## src/rtl/fxq_pkg.sv

```systemverilog
package fxq_pkg;
  typedef enum logic [2:0] {
    QM_FLOOR     = 3'd0,
    QM_TOZERO    = 3'd1,
    QM_HALF_UP   = 3'd2,
    QM_HALF_IN   = 3'd3,
    QM_HALF_DOWN = 3'd4,
    QM_HALF_OUT  = 3'd5,
    QM_HALF_EVEN = 3'd6,
    QM_SPARE     = 3'd7
  } qmode_e;

  typedef enum logic [2:0] {
    OM_WRAP     = 3'd0,
    OM_CLAMP    = 3'd1,
    OM_ZERO     = 3'd2,
    OM_CLAMPSYM = 3'd3,
    OM_WRAPSM   = 3'd4,
    OM_SPARE5   = 3'd5,
    OM_SPARE6   = 3'd6,
    OM_SPARE7   = 3'd7
  } omode_e;

  function automatic int imax(int a, int b);
    return (a > b) ? a : b;
  endfunction
endpackage

```

## src/rtl/fxq_align.sv

```systemverilog
module fxq_align #(
  parameter int W_IN      = 12,
  parameter int IN_SIGNED = 1,
  parameter int SHIFT_L   = 0,
  parameter int WX        = 16
) (
  input  logic [W_IN-1:0]        i_val,
  output logic signed [WX-1:0]   o_val
);
  logic signed [WX-1:0] ext;

  generate
    if (IN_SIGNED != 0) begin : g_sext
      assign ext = {{(WX-W_IN){i_val[W_IN-1]}}, i_val};
    end else begin : g_zext
      assign ext = {{(WX-W_IN){1'b0}}, i_val};
    end
  endgenerate

  assign o_val = ext <<< SHIFT_L;
endmodule

```

## src/rtl/fxq_round.sv

```systemverilog
module fxq_round
  import fxq_pkg::*;
#(
  parameter int WX   = 16,
  parameter int DROP = 2
) (
  input  logic signed [WX-1:0] i_val,
  input  logic [2:0]           i_mode,
  output logic signed [WX-1:0] o_val
);
  generate
    if (DROP == 0) begin : g_pass
      assign o_val = i_val;
    end else begin : g_drop
      logic signed [WX-1:0] floor_v;
      logic                 half_bit;
      logic                 rest_nz;
      logic                 any_nz;
      logic                 neg;
      logic                 inc;
      qmode_e               mode;

      assign floor_v  = i_val >>> DROP;
      assign half_bit = i_val[DROP-1];
      if (DROP > 1) begin : g_rest
        assign rest_nz = |i_val[DROP-2:0];
      end else begin : g_norest
        assign rest_nz = 1'b0;
      end
      assign any_nz = half_bit | rest_nz;
      assign neg    = i_val[WX-1];
      assign mode   = qmode_e'(i_mode);

      always_comb begin
        case (mode)
          QM_TOZERO:    inc = neg & any_nz;
          QM_HALF_UP:   inc = half_bit;
          QM_HALF_IN:   inc = half_bit & (rest_nz | neg);
          QM_HALF_DOWN: inc = half_bit & rest_nz;
          QM_HALF_OUT:  inc = half_bit & (rest_nz | ~neg);
          QM_HALF_EVEN: inc = half_bit & (rest_nz | floor_v[0]);
          default:      inc = 1'b0;
        endcase
      end

      assign o_val = floor_v + {{(WX-1){1'b0}}, inc};

      always_comb begin
        if (mode == QM_FLOOR || mode == QM_SPARE)
          AST_FLOOR_NEVER_UP: assert (o_val <= (i_val >>> DROP));
      end
    end
  endgenerate
endmodule

```

## src/rtl/fxq_ovf.sv

```systemverilog
module fxq_ovf
  import fxq_pkg::*;
#(
  parameter int WX         = 16,
  parameter int W          = 8,
  parameter int OUT_SIGNED = 1
) (
  input  logic signed [WX-1:0] i_val,
  input  logic [2:0]           i_mode,
  output logic [W-1:0]         o_val,
  output logic                 o_flag
);
  localparam logic signed [WX-1:0] ONE  = 1;
  localparam logic signed [WX-1:0] MAXV = (OUT_SIGNED != 0) ? ((ONE <<< (W-1)) - ONE)
                                                            : ((ONE <<< W) - ONE);
  localparam logic signed [WX-1:0] MINV = (OUT_SIGNED != 0) ? -(ONE <<< (W-1)) : '0;
  localparam logic signed [WX-1:0] NLIM = (OUT_SIGNED != 0) ? -MAXV : '0;

  omode_e               mode;
  logic                 hi, lo, edge_min, neg;
  logic [W-1:0]         wrapped;
  logic signed [WX-1:0] mag_full;
  logic [W-1:0]         sm_pos, sm_val;

  assign mode     = omode_e'(i_mode);
  assign hi       = i_val > MAXV;
  assign lo       = i_val < MINV;
  assign edge_min = (OUT_SIGNED != 0) && (i_val == MINV);
  assign neg      = i_val[WX-1];
  assign wrapped  = i_val[W-1:0];
  assign mag_full = neg ? -i_val : i_val;

  generate
    if (OUT_SIGNED != 0) begin : g_sm
      assign sm_pos = {1'b0, mag_full[W-2:0]};
      assign sm_val = neg ? (~sm_pos + 1'b1) : sm_pos;
    end else begin : g_nosm
      assign sm_pos = wrapped;
      assign sm_val = wrapped;
    end
  endgenerate

  always_comb begin
    o_val  = wrapped;
    o_flag = hi | lo;
    case (mode)
      OM_CLAMP: begin
        if (hi)      o_val = MAXV[W-1:0];
        else if (lo) o_val = MINV[W-1:0];
      end
      OM_ZERO: begin
        if (hi | lo) o_val = '0;
      end
      OM_CLAMPSYM: begin
        o_flag = hi | lo | edge_min;
        if (hi)                 o_val = MAXV[W-1:0];
        else if (lo | edge_min) o_val = NLIM[W-1:0];
      end
      OM_WRAPSM: begin
        if (hi | lo) o_val = sm_val;
      end
      default: ;
    endcase
  end

  always_comb begin
    if (!o_flag)
      AST_UNFLAGGED_EXACT: assert (o_val == wrapped && !hi && !lo);
    if (mode == OM_CLAMPSYM && OUT_SIGNED != 0)
      AST_SYM_NO_MIN: assert (o_val != MINV[W-1:0]);
    if (mode == OM_ZERO && (hi | lo))
      AST_ZERO_ON_OVF: assert (o_val == '0);
  end
endmodule

```

## src/rtl/fxq_convert.sv

```systemverilog
module fxq_convert
  import fxq_pkg::*;
#(
  parameter int W_IN       = 12,
  parameter int I_IN       = 5,
  parameter int IN_SIGNED  = 1,
  parameter int W          = 8,
  parameter int I          = 3,
  parameter int OUT_SIGNED = 1
) (
  input  logic            clk,
  input  logic            rst_n,
  input  logic            i_valid,
  input  logic [W_IN-1:0] i_data,
  input  logic [2:0]      i_qmode,
  input  logic [2:0]      i_omode,
  output logic            o_valid,
  output logic [W-1:0]    o_data,
  output logic            o_ovf
);
  localparam int F_IN    = W_IN - I_IN;
  localparam int F       = W - I;
  localparam int SHIFT_L = (F > F_IN) ? (F - F_IN) : 0;
  localparam int DROP    = (F_IN > F) ? (F_IN - F) : 0;
  localparam int WX      = imax(I_IN, I) + imax(F_IN, F) + 3;

  logic signed [WX-1:0] aligned;
  logic signed [WX-1:0] rounded;
  logic [W-1:0]         conv;
  logic                 flag;

  logic            vld_d, vld_q;
  logic            ovf_d, ovf_q;
  logic [W-1:0]    dat_d, dat_q;

  fxq_align #(.W_IN(W_IN), .IN_SIGNED(IN_SIGNED), .SHIFT_L(SHIFT_L), .WX(WX)) u_align (
    .i_val (i_data),
    .o_val (aligned)
  );

  fxq_round #(.WX(WX), .DROP(DROP)) u_round (
    .i_val  (aligned),
    .i_mode (i_qmode),
    .o_val  (rounded)
  );

  fxq_ovf #(.WX(WX), .W(W), .OUT_SIGNED(OUT_SIGNED)) u_ovf (
    .i_val  (rounded),
    .i_mode (i_omode),
    .o_val  (conv),
    .o_flag (flag)
  );

  always_comb begin
    vld_d = i_valid;
    ovf_d = i_valid & flag;
    dat_d = dat_q;
    if (i_valid) dat_d = conv;
  end

  always_ff @(posedge clk or negedge rst_n) begin
    if (!rst_n) begin
      vld_q <= 1'b0;
      ovf_q <= 1'b0;
      dat_q <= '0;
    end else begin
      vld_q <= vld_d;
      ovf_q <= ovf_d;
      dat_q <= dat_d;
    end
  end

  assign o_valid = vld_q;
  assign o_ovf   = ovf_q;
  assign o_data  = dat_q;

  AST_ONE_CYCLE: assert property (@(posedge clk) disable iff (!rst_n)
    i_valid |=> o_valid);
  AST_IDLE_QUIET: assert property (@(posedge clk) disable iff (!rst_n)
    !i_valid |=> (!o_valid && !o_ovf && $stable(o_data)));
  AST_FLAG_WITH_VALID: assert property (@(posedge clk) disable iff (!rst_n)
    o_ovf |-> o_valid);
endmodule

```

## config.mk

```make
export PLATFORM = sky130hd
export DESIGN_NAME = fxq_convert
export DESIGN_NICKNAME = d
export VERILOG_FILES = /design/src/rtl/fxq_pkg.sv /design/src/rtl/fxq_align.sv /design/src/rtl/fxq_round.sv /design/src/rtl/fxq_ovf.sv /design/src/rtl/fxq_convert.sv
export SDC_FILE = /design/constraint.sdc
export NUM_CORES = 1
export LEC_CHECK = 0
export BUFFER_PORTS_ARGS = -buffer_cell sky130_fd_sc_hd__buf_4
export CELL_PAD_IN_SITES_DETAIL_PLACEMENT = 1
export CELL_PAD_IN_SITES_GLOBAL_PLACEMENT = 2
export CORE_MARGIN = 2
export CORE_UTILIZATION = 25
export DETAILED_ROUTE_END_ITERATION = 8
export GPL_TIMING_DRIVEN = 0
export PLACE_DENSITY = 0.69
export SLEW_MARGIN = 20
export SYNTH_ARGS = -nofsm -noshare
export SYNTH_HDL_FRONTEND = slang
export SYNTH_SLANG_ARGS = --single-unit
```

## constraint.sdc

```tcl
create_clock -name clk -period 1.1 [get_ports clk]
set_input_delay 0.055 -clock clk [delete_from_list [all_inputs] [get_ports clk]]
set_output_delay 0.055 -clock clk [all_outputs]
set_load 0.005 [all_outputs]
```

==> run metrics <==
Register-to-Register Path Depth=5; Crit-path slowest cell=or3_4; Critical Path AT=3.17 ns; Worst Tran Pin Value=0.520 ns; Area growth syn-to-layout=49.1%; Port Buffers=24; Reg-to-Reg Start=o_data[5]; clock period minus final worst setup slack=3.05 ns; Synth top cells by count=nor2_1, nand2_1, a21oi_1; ANT cells=0; # Max-Cap Violations=0; final hold violation count=0; vias in the first global route=1914; register bit total from synthesis=10; CP startpoint kind=input port; top cells by area, synth=dfrtp_1, xnor2_1, nor2_1, a21oi_1, nand2_1; worst path required time=1.22 ns; footprint of the multi-input gates=1610 um2; Tot Pwr=2.01 mW; area post-placement=2070 um2; post-route ant nets=0; Top FF cell, synth=dfrtp_1; syn_nets=247; Final nets=301; failing checks=negative setup slack; CP peak stage delay=0.39 ns; Root Buffer=clkbuf_8; final slew viol count=0; Overall Global Routing Usage=0.165; endpoints failing setup=9; share of the synthesized area in the top cell type=0.145; power share of the combinational group=0.553; pwr dens=780 nW/um2; Die W=87.2 um; Internal=1.26 mW; initial antenna violation count=0; CP Class=in2reg; Worst Path Buf+Inv=3; CTS tree=built; Clock Skew=0 ns; Synth Instances=221; cells along the critical path=buf_8, clkbuf_16, nor3b_4, a21oi_2, a21oi_1, a21oi_1, nor2_1, ha_4, ha_4, clkinvlp_4, ha_4, nor4_2, mux2_4, a32oi_2, or3_4, o21bai_1, a221o_1, a41o_1; cts bufs inserted=3; RSZ-0062 raised after global routing=yes; EDFF count, synth=0; core box area=6760 um2; Yosys cell types=72; pre-CTS setup slack=-2.63 ns; crit-path most repeated cell=ha_4; Reg area=250 um2; Final period util=2.77; status=finished, violations left; reg-to-reg endpoint=o_data[5]; area leader, netlist=dfrtp_1; drt first pass iters=4; slew margin rel.=0.650; drt initial violations=91; total gr overflow=0; Critical Path Fanout Max=4; hold crit path type=in2async; Routed wire per std cell=17.3 um; clock sink count=10; syn avg cell area=7.82 um2; Die Y=87.2 um; leak pwr=0.999 nW; I/O pin cnt=31; Final Instance Area=2580 um2; clock share of power=0.228; Seq pwr share=0.220; die area=7600 um2; row cnt=30; Initial Utilization=0.256; H-tree depth=1; final WL=6130 um; Fill cells=807; placer congestion estimate=0.796; crit end category=register; DR vias/cell=5.46; post-synthesis sequential area ratio=0.145; final worst slack=-1.95 ns; count leader, synth=nor2_1; peak supply drop=273 uV; clock buffer depth=2; delay-heaviest family, CP=compound AO/OA/AOI/OAI gates; Psw=0.747 mW; Sw Share=0.372; clk slew on worst S/H paths=0.05 ns; vias=1933; first-pass GRT wire length=10100 um; Syn Std Cell Area=1730 um2; FMAX=328 MHz; clk_lat worst skew=0.24 ns; largest net degree at the start of global routing=11; yosys synthesis warning count=0; Worst R2R Setup Slack=0.01 ns; FFs w/ async S/R, synth=1.00; # DRC=0; layout cell share with drive strength beyond 1=0.445; Detailed Place HPWL=4530 um
cell families after synthesis:
| family | after synthesis | synth area share |
|---|---|---|
| xor+xnor | 16 | 0.0941 |
| buf+inv | 23 | 0.0854 |
| simple gates | 89 | 0.316 |
| mux | 4 | 0.0239 |
| fa+ha+maj | 5 | 0.0362 |
| compound gates | 74 | 0.300 |
| flops | 10 | 0.145 |
worst max-delay path by stage:
stage	slack (ns)	start	cells after the start	to
after floorplan	-1.95	i_data[11]	16	o_data[4]
after global placement	-2.62	i_data[11]	18	o_data[4]
after detailed placement	-2.63	i_data[11]	18	o_data[4]
after CTS	-1.91	i_data[11]	18	o_data[7]
after global routing	-2.11	i_data[11]	18	o_data[7]
final	-1.95	i_data[11]	18	o_data[7]
per-stage QoR:
step | hold WS [ns] | util | instances | TNS (ns)
after floorplan | -0.241 | - | 221 | -15.35
after global placement | -0.112 | 0.306 | 325 | -21.31
after detailed placement | -0.110 | 0.306 | 325 | -21.21
after CTS | 0.180 | 0.365 | 346 | -15.74
after global routing | 0.194 | 0.382 | 354 | -17.47
final | 0.179 | 0.382 | 354 | -16.00
power groups by stage:
| stage | Clock, mW | Sequential, mW | Combinational [mW] |
|---|---|---|---|
| after floorplan | 0 | 0.448 | 0.553 |
| after global routing | 0.489 | 0.448 | 1.21 |
| after CTS | 0.473 | 0.442 | 1.03 |
| after global placement | 0 | 0.444 | 0.859 |
| final | 0.458 | 0.442 | 1.11 |
| after detailed placement | 0 | 0.448 | 0.864 |
layout make-up:
class                      count  share of cell area
tap                           80              0.0388
buffer                        12              0.0495
inverter                      10              0.0160
clock buffer                   4              0.0213
multi-input combinational    188               0.624
sequential                    10              0.0970
timing repair buffer          50               0.153
placed cells by master, fill, tap and decap left out, types with 5 or more instances in the layout:
master	synthesis	layout
buf_4	0	45
nor2_1	20	17
nand2_1	17	15
nand3_1	12	11
a21oi_1	13	10
dfrtp_1	10	10
inv_1	10	8
a31oi_1	8	8
xnor2_1	10	8
clkbuf_8	3	7
o21ai_0	9	6
o22ai_1	5	5
nor3_1	6	5
worst reg2reg max path: stages (launching register included):
cell and delay [ns]:
dfrtp_1 0.38, nor2_1 0.24, nor2_1 0.07, nand2_1 0.08, o22a_1 0.13, o31ai_2 0.07
flip-flops by register name (all words and copies together), names as in the netlist:
register / count
o_ovf: 1
o_data: 8
o_valid: 1
what timing repair did:
item,CTS,global route
setup endpoints to repair,9,9
hold buffers,2,0
pin swaps,17,11
setup buffers,15,9
resized for setup,41,11
cloned,0,0
hold endpoints to repair,11,0
metal layers:
metal,wire (um),vias up,global-route usage
met3,147,8,0.00758
met5,0,-,0
met4,91,0,0.0392
met2,3040,38,0.295
li1,-,948,-
met1,2860,939,0.219
(Power assumes the default switching activity.)
